### src/rtl/sec_gate_pkg.sv
package sec_gate_pkg;

    typedef enum logic [1:0] {
        ST_IDLE  = 2'd0,
        ST_ISSUE = 2'd1,
        ST_WAIT  = 2'd2,
        ST_RESP  = 2'd3
    } gate_state_e;

    // Access size code: number of bytes is 1 << code
    typedef enum logic [1:0] {
        SZ_1B = 2'd0,
        SZ_2B = 2'd1,
        SZ_4B = 2'd2,
        SZ_8B = 2'd3
    } access_size_e;

endpackage

### src/rtl/sec_gate_cfg.sv
module sec_gate_cfg #(
    parameter int NPORT = 16
) (
    input  logic             clk,
    input  logic             rst_n,
    input  logic [NPORT-1:0] nonsec_i,
    input  logic [NPORT-1:0] unpriv_ok_i,
    input  logic             err_mode_i,
    output logic [NPORT-1:0] nonsec_q,
    output logic [NPORT-1:0] unpriv_ok_q,
    output logic             err_mode_q
);

    typedef struct packed {
        logic [NPORT-1:0] nonsec;
        logic [NPORT-1:0] unpriv_ok;
        logic             err_mode;
    } cfg_t;

    cfg_t cfg_d, cfg_q;

    always_comb begin
        cfg_d           = cfg_q;
        cfg_d.nonsec    = nonsec_i;
        cfg_d.unpriv_ok = unpriv_ok_i;
        cfg_d.err_mode  = err_mode_i;
    end

    always_ff @(posedge clk or negedge rst_n) begin
        if (!rst_n) cfg_q <= '0;
        else        cfg_q <= cfg_d;
    end

    assign nonsec_q    = cfg_q.nonsec;
    assign unpriv_ok_q = cfg_q.unpriv_ok;
    assign err_mode_q  = cfg_q.err_mode;

endmodule

### src/rtl/sec_gate_check.sv
module sec_gate_check #(
    parameter int               NPORT       = 16,
    parameter int               PORT_W      = 4,
    parameter logic [NPORT-1:0] EXEMPT_MASK = '0
) (
    input  logic [PORT_W-1:0] port_i,
    input  logic              secure_i,
    input  logic              unpriv_i,
    input  logic [NPORT-1:0]  nonsec_i,
    input  logic [NPORT-1:0]  unpriv_ok_i,
    output logic              blocked_o
);

    logic [NPORT-1:0] deny_vec;
    logic             in_range;

    for (genvar i = 0; i < NPORT; i++) begin : g_port
        logic sec_fail;
        logic priv_fail;
        if (EXEMPT_MASK[i]) begin : g_exempt
            assign sec_fail = 1'b0;
        end else begin : g_checked
            assign sec_fail = (secure_i == nonsec_i[i]);
        end
        assign priv_fail   = unpriv_i && !unpriv_ok_i[i];
        assign deny_vec[i] = sec_fail || priv_fail;
    end

    if (NPORT == (1 << PORT_W)) begin : g_full_range
        assign in_range = 1'b1;
    end else begin : g_part_range
        assign in_range = ({{(32-PORT_W){1'b0}}, port_i} < 32'(NPORT));
    end

    assign blocked_o = !in_range || deny_vec[port_i];

endmodule

### src/rtl/sec_gate_irq.sv
module sec_gate_irq (
    input  logic clk,
    input  logic rst_n,
    input  logic violation_i,
    input  logic clear_i,
    input  logic enable_i,
    output logic status_o,
    output logic irq_o
);

    logic status_d, status_q;

    always_comb begin
        status_d = status_q;
        if (clear_i)          status_d = 1'b0;
        else if (violation_i) status_d = 1'b1;
    end

    always_ff @(posedge clk or negedge rst_n) begin
        if (!rst_n) status_q <= 1'b0;
        else        status_q <= status_d;
    end

    assign status_o = status_q;
    assign irq_o    = status_q && enable_i;

endmodule

### src/rtl/periph_sec_gate.sv
module periph_sec_gate
    import sec_gate_pkg::*;
#(
    parameter int               NPORT       = 16,
    parameter int               ADDR_W      = 32,
    parameter int               DATA_W      = 64,
    parameter logic [NPORT-1:0] EXEMPT_MASK = '0,
    localparam int              PORT_W      = (NPORT > 1) ? $clog2(NPORT) : 1
) (
    input  logic                         clk,
    input  logic                         rst_n,
    input  logic [NPORT-1:0]             cfg_nonsec,
    input  logic [NPORT-1:0]             cfg_unpriv_ok,
    input  logic                         cfg_err_resp,
    input  logic                         irq_en,
    input  logic                         irq_clr,
    output logic                         irq,
    input  logic                         up_req_valid,
    output logic                         up_req_ready,
    input  logic [PORT_W-1:0]            up_req_port,
    input  logic [ADDR_W-1:0]            up_req_addr,
    input  logic                         up_req_write,
    input  logic [DATA_W-1:0]            up_req_wdata,
    input  logic [1:0]                   up_req_size,
    input  logic                         up_req_secure,
    input  logic                         up_req_unpriv,
    output logic                         up_rsp_valid,
    output logic                         up_rsp_err,
    output logic [DATA_W-1:0]            up_rsp_rdata,
    output logic [NPORT-1:0]             dn_req_valid,
    input  logic [NPORT-1:0]             dn_req_ready,
    output logic [ADDR_W-1:0]            dn_req_addr,
    output logic                         dn_req_write,
    output logic [DATA_W-1:0]            dn_req_wdata,
    output logic [1:0]                   dn_req_size,
    output logic                         dn_req_secure,
    output logic                         dn_req_unpriv,
    input  logic [NPORT-1:0]             dn_rsp_valid,
    input  logic [NPORT-1:0]             dn_rsp_err,
    input  logic [NPORT-1:0][DATA_W-1:0] dn_rsp_rdata
);

    typedef struct packed {
        gate_state_e       state;
        logic [PORT_W-1:0] port;
        logic [ADDR_W-1:0] addr;
        logic              write;
        logic [DATA_W-1:0] wdata;
        access_size_e      size;
        logic              secure;
        logic              unpriv;
        logic              rsp_err;
        logic [DATA_W-1:0] rsp_rdata;
    } gate_regs_t;

    gate_regs_t r_d, r_q;

    logic [NPORT-1:0] nonsec_q;
    logic [NPORT-1:0] unpriv_ok_q;
    logic             err_mode_q;
    logic             req_blocked;
    logic             accept;
    logic             irq_status;

    sec_gate_cfg #(.NPORT(NPORT)) u_cfg (
        .clk         (clk),
        .rst_n       (rst_n),
        .nonsec_i    (cfg_nonsec),
        .unpriv_ok_i (cfg_unpriv_ok),
        .err_mode_i  (cfg_err_resp),
        .nonsec_q    (nonsec_q),
        .unpriv_ok_q (unpriv_ok_q),
        .err_mode_q  (err_mode_q)
    );

    sec_gate_check #(
        .NPORT       (NPORT),
        .PORT_W      (PORT_W),
        .EXEMPT_MASK (EXEMPT_MASK)
    ) u_check (
        .port_i      (up_req_port),
        .secure_i    (up_req_secure),
        .unpriv_i    (up_req_unpriv),
        .nonsec_i    (nonsec_q),
        .unpriv_ok_i (unpriv_ok_q),
        .blocked_o   (req_blocked)
    );

    assign accept = up_req_valid && (r_q.state == ST_IDLE);

    sec_gate_irq u_irq (
        .clk         (clk),
        .rst_n       (rst_n),
        .violation_i (accept && req_blocked),
        .clear_i     (irq_clr),
        .enable_i    (irq_en),
        .status_o    (irq_status),
        .irq_o       (irq)
    );

    always_comb begin
        r_d = r_q;
        unique case (r_q.state)
            ST_IDLE: begin
                if (up_req_valid) begin
                    r_d.port   = up_req_port;
                    r_d.addr   = up_req_addr;
                    r_d.write  = up_req_write;
                    r_d.wdata  = up_req_wdata;
                    r_d.size   = access_size_e'(up_req_size);
                    r_d.secure = up_req_secure;
                    r_d.unpriv = up_req_unpriv;
                    if (req_blocked) begin
                        // answered locally, never forwarded
                        r_d.state     = ST_RESP;
                        r_d.rsp_err   = err_mode_q;
                        r_d.rsp_rdata = '0;
                    end else begin
                        r_d.state = ST_ISSUE;
                    end
                end
            end
            ST_ISSUE: begin
                if (dn_req_ready[r_q.port]) r_d.state = ST_WAIT;
            end
            ST_WAIT: begin
                if (dn_rsp_valid[r_q.port]) begin
                    r_d.state     = ST_RESP;
                    r_d.rsp_err   = dn_rsp_err[r_q.port];
                    r_d.rsp_rdata = dn_rsp_rdata[r_q.port];
                end
            end
            ST_RESP: r_d.state = ST_IDLE;
            default: r_d.state = ST_IDLE;
        endcase
    end

    always_ff @(posedge clk or negedge rst_n) begin
        if (!rst_n) r_q <= '0;
        else        r_q <= r_d;
    end

    for (genvar i = 0; i < NPORT; i++) begin : g_dn_valid
        assign dn_req_valid[i] = (r_q.state == ST_ISSUE) && (r_q.port == PORT_W'(i));
    end

    assign up_req_ready  = (r_q.state == ST_IDLE);
    assign up_rsp_valid  = (r_q.state == ST_RESP);
    assign up_rsp_err    = r_q.rsp_err;
    assign up_rsp_rdata  = r_q.rsp_rdata;
    assign dn_req_addr   = r_q.addr;
    assign dn_req_write  = r_q.write;
    assign dn_req_wdata  = r_q.wdata;
    assign dn_req_size   = r_q.size;
    assign dn_req_secure = r_q.secure;
    assign dn_req_unpriv = r_q.unpriv;

endmodule

### config.mk
export PLATFORM = sky130hd
export DESIGN_NAME = periph_sec_gate
export DESIGN_NICKNAME = d
export VERILOG_FILES = /design/src/rtl/sec_gate_pkg.sv /design/src/rtl/sec_gate_cfg.sv /design/src/rtl/sec_gate_check.sv /design/src/rtl/sec_gate_irq.sv /design/src/rtl/periph_sec_gate.sv
export SDC_FILE = /design/constraint.sdc
export NUM_CORES = 1
export LEC_CHECK = 0
export BUFFER_PORTS_ARGS = -buffer_cell sky130_fd_sc_hd__buf_2
export CAP_MARGIN = 20
export CORE_AREA = 2 2 551 553
export DETAILED_ROUTE_END_ITERATION = 12
export DIE_AREA = 0 0 553 555
export SLEW_MARGIN = 15
export SYNTH_ARGS = -nofsm -noshare
export SYNTH_HDL_FRONTEND = slang
export SYNTH_SLANG_ARGS = --single-unit
### constraint.sdc
create_clock -name clk -period 3.5 [get_ports clk]
set_input_delay 0.175 -clock clk [delete_from_list [all_inputs] [get_ports clk]]
set_output_delay 0.175 -clock clk [all_outputs]
set_load 0.005 [all_outputs]
==> qor.yml <==
synth:
  synth_seq_cells: 206
  synth-warning-count: 0
  seq_area_frac_synth: 0.300
  synthFlopType: "dfrtp_1"
  syn_area_um2: 17200
  synth_cell_types: 44
  synthesis.nets: 2456
  synth_edf_count: 0
  synthArstFlopShare: 1.00
  synth_cells: 1236
  avgSynthCellArea_um2: 13.9
global_route:
  antenna_found_initial: 395
  track_usage: 0.144
  grt_pass1_wl_mm: 274
  grt-ovfl-total: 0
  first_global_vias: 20000
  grt_max_degree: 109
timing:
  rsz0062_at_grt: "no"
  fin_skew_ns: 0.0572
  fin_crit_ns: 3.16
  period_share: 0.903
  hold_ws_ns: 0.0835
  setup_viol: 0
  slew-limit-headroom: 0.438
  slew_viol_final: 0
  layout_setup_ws_ns: 0.340
  max_freq_mhz: 316
  setup_tns_ns: 0
  hold_viol: 0
  worst_pin_slew_ns: 0.843
min_path:
  hold_class: "in2reg"
  whs_endpoint: "r_q[167]"
  min_path_cells: 2
  hp-start: "up_req_port[1]"
floorplanning:
  die_area_um2: 307000
  die_w_um: 553
  start_util: 0.0570
  num_io_pins: 1400
  fp.dieH_um: 555
  placementRows: 202
  core_um2: 301000
clock_tree:
  cts.sinks: 206
  clk_transition_reported_paths_ns: 0.07
  cts_tree: "done"
  cts_resized: 0
  cts_buffers: 31
  htree_levels: 1
  postCtsSetupRepairBufs: 0
  clk_latency_ns: 0.72
  clockBufferDepth: 3
  cts-root-buf: "clkbuf_16"
worst_setup_path:
  critPathLaunchType: "register"
  worst_r2r_path_depth: 9
  critPathRequiredTime_ns: 4.10
  timing.rr.end: "up_rsp_rdata[23]"
  path_max_fanout: 24
  r2r_start: "r_q[167]"
  ff2ff_setup_slack_ns: 0.34
  cp.arrival_ns: 3.76
  critPathKind: "reg2reg"
  cp-end-kind: "register"
outcome:
  status: "complete, no violations"
drt:
  route.detailed.wl_per_inst_um: 34.1
  drtPass1Iterations: 5
  ant_nets: 0
  vias_per_cell: 3.05
  drt_iter0_drc: 1620
  drt-total-wl_mm: 232
  vias: 20700
  drc: 0
placement:
  portBuffers: 1399
  dp_cells: 6405
  gp_congestion: 1.07
  dp_hpwl_mm: 210
  place_ws_ns: 0.378
layout:
  multiInputGateArea_um2: 10200
  final_cell_mix: "1,398 x buf_2, 268 x mux4_2, 204 x dfrtp_1, 138 x dlygate4sd3_1, 128 x a22oi_1"
  drive_gt1_frac: 0.756
  seq_area_um2: 5160
  fillers: 34800
  area_growth_pct: 81.0
  nets: 3818
  layout_commonest_cell: "buf_2"
  fin_util: 0.103
  fin_cells: 6794
pwr:
  powerDensity_nw_per_um2: 703
  leakagePower_nw: 12.9
  peakVddDrop_mv: 0.475
flow_run:
  max-cap-violations: 0
worst max path at each step:
stage                  endpoint  cells after the start     start
2_1_floorplan  up_rsp_rdata[44]                      8  r_q[166]
3_3_place_gp   up_rsp_rdata[23]                      7  r_q[166]
3_5_place_dp   up_rsp_rdata[23]                      7  r_q[166]
4_1_cts         up_rsp_rdata[2]                      6  r_q[166]
5_1_grt        up_rsp_rdata[23]                      7  r_q[166]
6_report       up_rsp_rdata[23]                      9  r_q[167]
layout make-up:
type | count | area share
Multi-Input combinational cell | 740 | 0.329
Antenna cell | 193 | 0.0155
Clock inverter | 22 | 0.00680
Timing Repair Buffer | 1613 | 0.295
Sequential cell | 206 | 0.166
Clock buffer | 36 | 0.0268
Tap cell | 3978 | 0.160
Inverter | 6 | 0.000805
repair_timing:
| item | in CTS | in global routing |
|---|---|---|
| hold buffers | 138 | 0 |
| endpoints found under the hold margin | 253 | 0 |
| endpoints found under the setup margin | 0 | 0 |
where the power goes:
group	internal, mW	switching (mW)	total, mW
logic	6.38	8.39	14.8
clock network	1.82	1.58	3.40
registers	3.18	0.516	3.70
synthesized netlist by cell type, types with 2 or more instances:
library cell | count | area (um^2)
mux4_2 | 268 | 6040
dfrtp_1 | 206 | 5150
buf_4 | 166 | 1250
a22oi_1 | 128 | 961
mux2_2 | 121 | 1360
a21oi_1 | 71 | 355
clkbuf_1 | 64 | 240
mux2_4 | 50 | 751
buf_2 | 38 | 190
nor2_1 | 14 | 52.6
buf_1 | 10 | 37.5
o221ai_1 | 9 | 78.8
nand2_1 | 8 | 30.0
nand2b_1 | 8 | 50.1
inv_1 | 6 | 22.5
nor2b_1 | 6 | 37.5
o21ai_0 | 6 | 30.0
buf_12 | 5 | 100
ha_1 | 5 | 62.6
xor2_1 | 5 | 43.8
nor3_1 | 4 | 20.0
a31oi_1 | 3 | 18.8
mux2i_1 | 3 | 30.0
nand3b_1 | 3 | 22.5
o211ai_1 | 3 | 22.5
xnor2_1 | 3 | 26.3
a21boi_0 | 2 | 15.0
a221oi_1 | 2 | 17.5
and2_1 | 2 | 12.5
nand3_1 | 2 | 10.0
o31a_1 | 2 | 17.5
sequential cells by signal, summed over array words and instances (netlist names):
name,count
dn_req_write,1
dn_req_secure,1
r_q,6
dn_req_wdata,64
dn_req_size,2
u_cfg.nonsec_q,16
u_irq.status_o,1
up_rsp_err,1
u_cfg.err_mode_q,1
up_rsp_rdata,64
dn_req_unpriv,1
dn_req_addr,32
u_cfg.unpriv_ok_q,16
critical path, cell delays in order, from the launching register on:
cell,delay (ns)
dfrtp_4,0.67
mux4_2,0.38
mux2_2,0.36
o22ai_2,0.30
buf_4,0.20
nor2b_1,0.07
o221ai_4,0.08
buf_12,0.23
buf_4,0.26
mux2_4,0.30
per-layer routing:
| metal | track usage | vias up | part of all wire |
|---|---|---|---|
| met5 | 0 | - | 0.0058 |
| met4 | 0.0742 | 188 | 0.063 |
| met3 | 0.0795 | 666 | 0.13 |
| met2 | 0.216 | 1902 | 0.42 |
| met1 | 0.164 | 10100 | 0.38 |
| li1 | - | 7863 | - |
kinds of logic after synthesis:
logic type / share of synthesized area
AND/OR/NAND/NOR: 0.0146
buffers and inverters: 0.108
XOR/XNOR: 0.00408
AO/OA/AOI/OAI: 0.0941
flip-flops: 0.300
multiplexers: 0.476
adder cells (fa/ha/maj): 0.00364
through the flow:
step / area [um^2] / power, mW
final: 31100 / 21.9
after CTS: 30600 / 22.4
after global placement: 28200 / 18.6
after global routing: 30900 / 23.0
after floorplan: 17200 / 12.2
after detailed placement: 28200 / 18.6
Power figures use the tool's default switching activity.
